--- config.mk ---
export PLATFORM = sky130hd
export DESIGN_NAME = dma_req_arbiter
export DESIGN_NICKNAME = d
export VERILOG_FILES = /design/src/rtl/dma_arb_pkg.sv /design/src/rtl/dma_pin_edge.sv /design/src/rtl/dma_req_latch.sv /design/src/rtl/dma_prio_pick.sv /design/src/rtl/dma_req_arbiter.sv
export SDC_FILE = /design/constraint.sdc
export NUM_CORES = 1
export LEC_CHECK = 0
export BUFFER_PORTS_ARGS = -buffer_cell sky130_fd_sc_hd__clkbuf_2
export CAP_MARGIN = 10
export CORE_AREA = 8 8 59 61
export DETAILED_ROUTE_END_ITERATION = 7
export DIE_AREA = 0 0 67 69
export PLACE_DENSITY = 0.66
export SYNTH_ARGS = -nofsm -noshare
export SYNTH_HDL_FRONTEND = slang
export SYNTH_HIERARCHICAL = 1
export SYNTH_SLANG_ARGS = --single-unit
--- constraint.sdc ---
create_clock -name clk -period 1.6 [get_ports clk]
set_input_delay 0.16 -clock clk [delete_from_list [all_inputs] [get_ports clk]]
set_output_delay 0.16 -clock clk [all_outputs]
set_load 0.02 [all_outputs]
--- src/rtl/dma_arb_pkg.sv ---
package dma_arb_pkg;

    typedef enum logic [1:0] {
        ST_IDLE = 2'd0,
        ST_XFER = 2'd1,
        ST_CPU  = 2'd2
    } arb_state_e;

    typedef enum logic [1:0] {
        SRC_INT  = 2'b00,
        SRC_FALL = 2'b01,
        SRC_RISE = 2'b10,
        SRC_BOTH = 2'b11
    } src_sel_e;

endpackage

--- src/rtl/dma_pin_edge.sv ---
// Synchronizes one asynchronous pin and reports its edges.
module dma_pin_edge #(
    parameter int SYNC_STAGES = 2
) (
    input  logic clk,
    input  logic rst_n,
    input  logic pin_i,
    output logic rise_o,
    output logic fall_o
);
    localparam int SH_W = SYNC_STAGES + 1;

    logic [SH_W-1:0] sh_q;

    always_ff @(posedge clk or negedge rst_n) begin
        if (!rst_n) begin
            sh_q <= '0;
        end else begin
            sh_q <= {sh_q[SH_W-2:0], pin_i};
        end
    end

    // sh_q[SYNC_STAGES-1] is the synchronized level and sh_q[SYNC_STAGES] its previous value.
    always_comb begin
        rise_o = sh_q[SYNC_STAGES-1] & ~sh_q[SYNC_STAGES];
        fall_o = ~sh_q[SYNC_STAGES-1] & sh_q[SYNC_STAGES];
    end
endmodule

--- src/rtl/dma_req_latch.sv ---
// One request flag per channel. A set on the same edge as a clear wins.
module dma_req_latch
    import dma_arb_pkg::*;
#(
    parameter int NUM_CH = 4
) (
    input  logic                  clk,
    input  logic                  rst_n,
    input  logic [NUM_CH-1:0]     evt_int_i,
    input  logic [NUM_CH-1:0]     rise_i,
    input  logic [NUM_CH-1:0]     fall_i,
    input  logic [2*NUM_CH-1:0]   src_sel_i,
    input  logic [NUM_CH-1:0]     clr_i,
    output logic [NUM_CH-1:0]     flag_o
);
    logic [NUM_CH-1:0] set_w;
    logic [NUM_CH-1:0] flag_q;

    for (genvar c = 0; c < NUM_CH; c++) begin : g_ch
        src_sel_e sel_w;

        always_comb begin
            sel_w = src_sel_e'(src_sel_i[2*c +: 2]);
            unique case (sel_w)
                SRC_INT:  set_w[c] = evt_int_i[c];
                SRC_FALL: set_w[c] = fall_i[c];
                SRC_RISE: set_w[c] = rise_i[c];
                SRC_BOTH: set_w[c] = rise_i[c] | fall_i[c];
                default:  set_w[c] = 1'b0;
            endcase
        end

        always_ff @(posedge clk or negedge rst_n) begin
            if (!rst_n) begin
                flag_q[c] <= 1'b0;
            end else begin
                flag_q[c] <= set_w[c] | (flag_q[c] & ~clr_i[c]);
            end
        end
    end

    assign flag_o = flag_q;
endmodule

--- src/rtl/dma_prio_pick.sv ---
// Fixed-priority pick: the lowest index wins.
module dma_prio_pick #(
    parameter int NUM_CH = 4,
    parameter int CH_W   = 2
) (
    input  logic [NUM_CH-1:0] req_i,
    output logic              any_o,
    output logic [CH_W-1:0]   idx_o
);
    always_comb begin
        any_o = |req_i;
        idx_o = '0;
        for (int i = NUM_CH - 1; i >= 0; i--) begin
            if (req_i[i]) begin
                idx_o = CH_W'(i);
            end
        end
    end
endmodule

--- src/rtl/dma_req_arbiter.sv ---
module dma_req_arbiter
    import dma_arb_pkg::*;
#(
    parameter  int NUM_CH      = 4,
    parameter  int SYNC_STAGES = 2,
    localparam int CH_W        = (NUM_CH > 1) ? $clog2(NUM_CH) : 1
) (
    input  logic                  clk,
    input  logic                  rst_n,
    input  logic [NUM_CH-1:0]     evt_int_i,
    input  logic [NUM_CH-1:0]     ext_pin_i,
    input  logic [NUM_CH-1:0]     ch_en_i,
    input  logic [2*NUM_CH-1:0]   src_sel_i,
    input  logic                  xfer_done_i,
    input  logic                  cpu_done_i,
    output logic                  bus_grant_o,
    output logic [CH_W-1:0]       grant_ch_o,
    output logic [NUM_CH-1:0]     pend_o
);
    logic [NUM_CH-1:0] rise_w;
    logic [NUM_CH-1:0] fall_w;
    logic [NUM_CH-1:0] clr_w;
    logic [NUM_CH-1:0] flag_w;
    logic [NUM_CH-1:0] elig_w;
    logic              pick_any_w;
    logic [CH_W-1:0]   pick_idx_w;
    logic              launch_w;
    arb_state_e        st_q;
    arb_state_e        st_d;
    logic [CH_W-1:0]   cur_ch_q;

    for (genvar c = 0; c < NUM_CH; c++) begin : g_pin
        dma_pin_edge #(.SYNC_STAGES(SYNC_STAGES)) u_edge (
            .clk    (clk),
            .rst_n  (rst_n),
            .pin_i  (ext_pin_i[c]),
            .rise_o (rise_w[c]),
            .fall_o (fall_w[c])
        );
    end

    dma_req_latch #(.NUM_CH(NUM_CH)) u_latch (
        .clk       (clk),
        .rst_n     (rst_n),
        .evt_int_i (evt_int_i),
        .rise_i    (rise_w),
        .fall_i    (fall_w),
        .src_sel_i (src_sel_i),
        .clr_i     (clr_w),
        .flag_o    (flag_w)
    );

    assign elig_w = flag_w & ch_en_i;

    dma_prio_pick #(.NUM_CH(NUM_CH), .CH_W(CH_W)) u_pick (
        .req_i (elig_w),
        .any_o (pick_any_w),
        .idx_o (pick_idx_w)
    );

    // Next state: T_GRANT, T_RELEASE, T_NEXT, T_REST.
    always_comb begin
        st_d     = st_q;
        launch_w = 1'b0;
        unique case (st_q)
            ST_IDLE: begin
                if (pick_any_w) begin
                    st_d     = ST_XFER;
                    launch_w = 1'b1;
                end
            end
            ST_XFER: begin
                if (xfer_done_i) begin
                    st_d = ST_CPU;
                end
            end
            ST_CPU: begin
                if (cpu_done_i) begin
                    if (pick_any_w) begin
                        st_d     = ST_XFER;
                        launch_w = 1'b1;
                    end else begin
                        st_d = ST_IDLE;
                    end
                end
            end
            default: st_d = ST_IDLE;
        endcase
    end

    always_ff @(posedge clk or negedge rst_n) begin
        if (!rst_n) begin
            st_q     <= ST_IDLE;
            cur_ch_q <= '0;
        end else begin
            st_q <= st_d;
            if (launch_w) begin
                cur_ch_q <= pick_idx_w;
            end
        end
    end

    always_comb begin
        clr_w = '0;
        if (launch_w) begin
            clr_w[pick_idx_w] = 1'b1;
        end
    end

    always_comb begin
        bus_grant_o = (st_q == ST_XFER);
        grant_ch_o  = bus_grant_o ? cur_ch_q : '0;
        pend_o      = flag_w;
    end
endmodule

==> reports/results.tsv <==
stage	metric	value	unit
setup_path	reg2regPathDepth	7	
sta	fmax	0.679	GHz
sta	max_slew_margin	0.680	
synth	yosysWarnings	6	
sta	finalHoldViolCount	0	
setup_path	cp_data_required_time	1.78	ns
synth	yosysSeqAreaShare	0.582	
routing	drtIter0Drc	15	
cells_and_area	num-fill-cells	272	
routing	dr.pass1.iters	4	
sta	fin_crit	1.47	ns
cts	cts.path.max_buffers	2	
grt	track_usage	0.0758	
cells_and_area	num-nets-final	137	
sta	timing.final.crit_share	0.920	
cts	cts_buffers	3	
synth	netlist.area_leader.share	0.582	
setup_path	r2r_setup_slack	0.13	ns
floorplan	core-area	2620	µm²
cells_and_area	diodes	0	
cts	clk_pin_slew	0.11	ns
placement	hpwl	1320	µm
synth	synth-async-reset-ratio	1.00	
setup_path	crit_start	u_latch/flag_o[2]$_DFF_PN0_	
placement	io_buffers	30	
power	power_density	1420	nW/µm²
setup_path	endpoint	u_latch/flag_o[3]$_DFF_PN0_	
power	p_leak	0.567	nW
setup_path	cp_data_arrival_time	1.66	ns
floorplan	die_h	69	µm
synth	syn_nets	96	
synth	syn-instance-count	72	
routing	viasPerCell	4.50	
placement	dp_slack	0.153	ns
floorplan	die_area	4620	µm²
sta	fin_ws	0.128	ns
sta	rsz0062_at_grt	false	
floorplan	rows	19	
cts	cts_setup_buffers	0	
grt	grt-ovfl-total	0	
placement	gp_congestion	0.786	
cts	cts_resized	0	
outcome	status	finished, final reports clean	
cells_and_area	drive_above_1_share	0.393	
sta	worst_pin_slew	0.480	ns
cells_and_area	syn_to_final_growth	34.8	%
cts	cts_sinks	20	
grt	antenna_found_initial	0	
cts	clk_latency	0.30	ns
floorplan	start_util	0.329	
power	max-vdd-ir-drop	0.806	mV
synth	post-synth-top-area-cell	dfrtp_1	
cts	cts_tree	yes	
routing	ant_nets	0	
run	drv_cap	0	
grt	grt_pass1_wl	2840	µm
floorplan	io_pins	31	
setup_path	worst-setup-path-type	reg2reg	
sta	setup_violations	0	
setup_path	critPathLaunchType	register	
power	power	1.65	mW
cts	htreeDepth	1	
grt	first_global_vias	683	
cells_and_area	seq_area	500	µm²
synth	synth.cell_area	860	µm²
synth	avgSynthCellArea	11.9	µm²
routing	avgRoutedWirePerCell	11.6	µm
cells_and_area	multi_input_area	344	µm²
synth	synth_commonest_cells	dfrtp_1 (20), and2_1 (6), nand2b_1 (5), nor3_1 (5)	
setup_path	r2r-end	u_latch/flag_o[3]$_DFF_PN0_	
sta	tns	0	ns
synth	ys_seq_elements	20	
sta	clock_skew	0.00716	ns
synth	ys.flop_type	dfrtp_1	
cts	cts_root_buf	clkbuf_4	
floorplan	die_w	67	µm
setup_path	r2r-start	u_latch/flag_o[2]$_DFF_PN0_	
sta	slew_violations	0	
synth	synth_cell_types	18	
routing	routed_wl	1660	µm
setup_path	endpoint_kind	register	
synth	yosys-top-cells-area	dfrtp_1 (58%), and2_1 (4.4%), and2b_2 (4.1%)	
grt	grt_max_degree	21	
hold_path	holdCritPathClass	in2reg	
synth	synth.most_common_cell	dfrtp_1	
setup_path	crit_path_max_fanout	4	
routing	drc_errors	0	
hold_path	hold_depth	2	
routing	num_vias	643	
synth	synth_edf_count	0	
layer usage:
layer | share of wire | vias up | track usage | wire length, µm
met5 | 0 | - | 0 | 0
met4 | 0 | 0 | 0.0209 | 0
met3 | 0.12 | 0 | 0.0452 | 202
met2 | 0.46 | 25 | 0.115 | 760
met1 | 0.42 | 290 | 0.0871 | 699
li1 | - | 328 | - | -
cells in the final DEF (no fill, tap or decap):
master / n
a21oi_2: 1
a22oi_1: 4
and2_1: 6
and2b_1: 1
and2b_2: 4
buf_4: 1
bufinv_16: 1
clkbuf_2: 30
clkbuf_4: 3
dfrtp_1: 20
dlygate4sd3_1: 5
inv_1: 4
mux2_4: 2
nand2_1: 2
nand2b_1: 5
nand2b_4: 1
nand3_1: 4
nand3b_4: 1
nor2_1: 2
nor2b_1: 4
nor3_1: 5
o21ai_0: 2
or3b_1: 4
per-stage QoR:
stage	cell area, µm²	instances	hold WS [ns]	utilization
floorplan	860	72	-0.136	-
global route	1160	143	0.0919	0.443
CTS	1160	143	0.0588	0.443
detailed placement	1060	134	0.151	0.404
finish	1160	143	0.0915	0.443
global placement	1060	134	0.145	0.404
state kept, by name, indices dropped and copies added, names as in the netlist:
register,cells
g_pin.u_edge/sh_q,12
u_latch/flag_o,4
cur_ch_q,2
st_q,2
critical path, stage by stage (launching register included):
cell and delay, ns:
dfrtp_1 0.40, and2_1 0.17, nand2b_1 0.15, a21oi_2 0.21, inv_1 0.08, nor3_1 0.17, nand2b_1 0.13, nand3_1 0.06
kinds of logic after synthesis:
logic type	synth area share
and+or+nand+nor	0.309
muxes	0.0349
AOI/OAI and AO/OA	0.0568
DFF	0.582
buffers and inverters	0.0175
final cells by class:
cell class,instances,share of cell area
Multi-Input combinational cell,48,0.297
Sequential cell,20,0.432
Timing Repair Buffer,36,0.179
Tap cell,31,0.0335
Clock buffer,3,0.0194
Clock inverter,1,0.0259
Inverter,4,0.0130
worst min-delay path by stage:
stage	from	endpoint	slack (ns)
2_1_floorplan	rst_n	cur_ch_q[0]$_DFFE_PN0P_	-0.14
5_1_grt	xfer_done_i	st_q[0]$_DFFE_PN0P_	0.09
4_1_cts	xfer_done_i	st_q[0]$_DFFE_PN0P_	0.06
3_5_place_dp	rst_n	u_latch/flag_o[0]$_DFF_PN0_	0.15
6_report	xfer_done_i	st_q[0]$_DFFE_PN0P_	0.09
3_3_place_gp	rst_n	cur_ch_q[0]$_DFFE_PN0P_	0.14
timing repair:
action / 4_1_cts / 5_1_grt
endpoints found under the hold margin: 24 / 0
setup endpoints to repair: 0 / 1
hold buffers: 5 / 0
where the power goes:
part / internal (mW) / switching [mW]
clock network: 0.253 / 0.146
registers: 0.605 / 0.0658
logic: 0.270 / 0.308
total: 1.13 / 0.520
(Power assumes the default switching activity.)
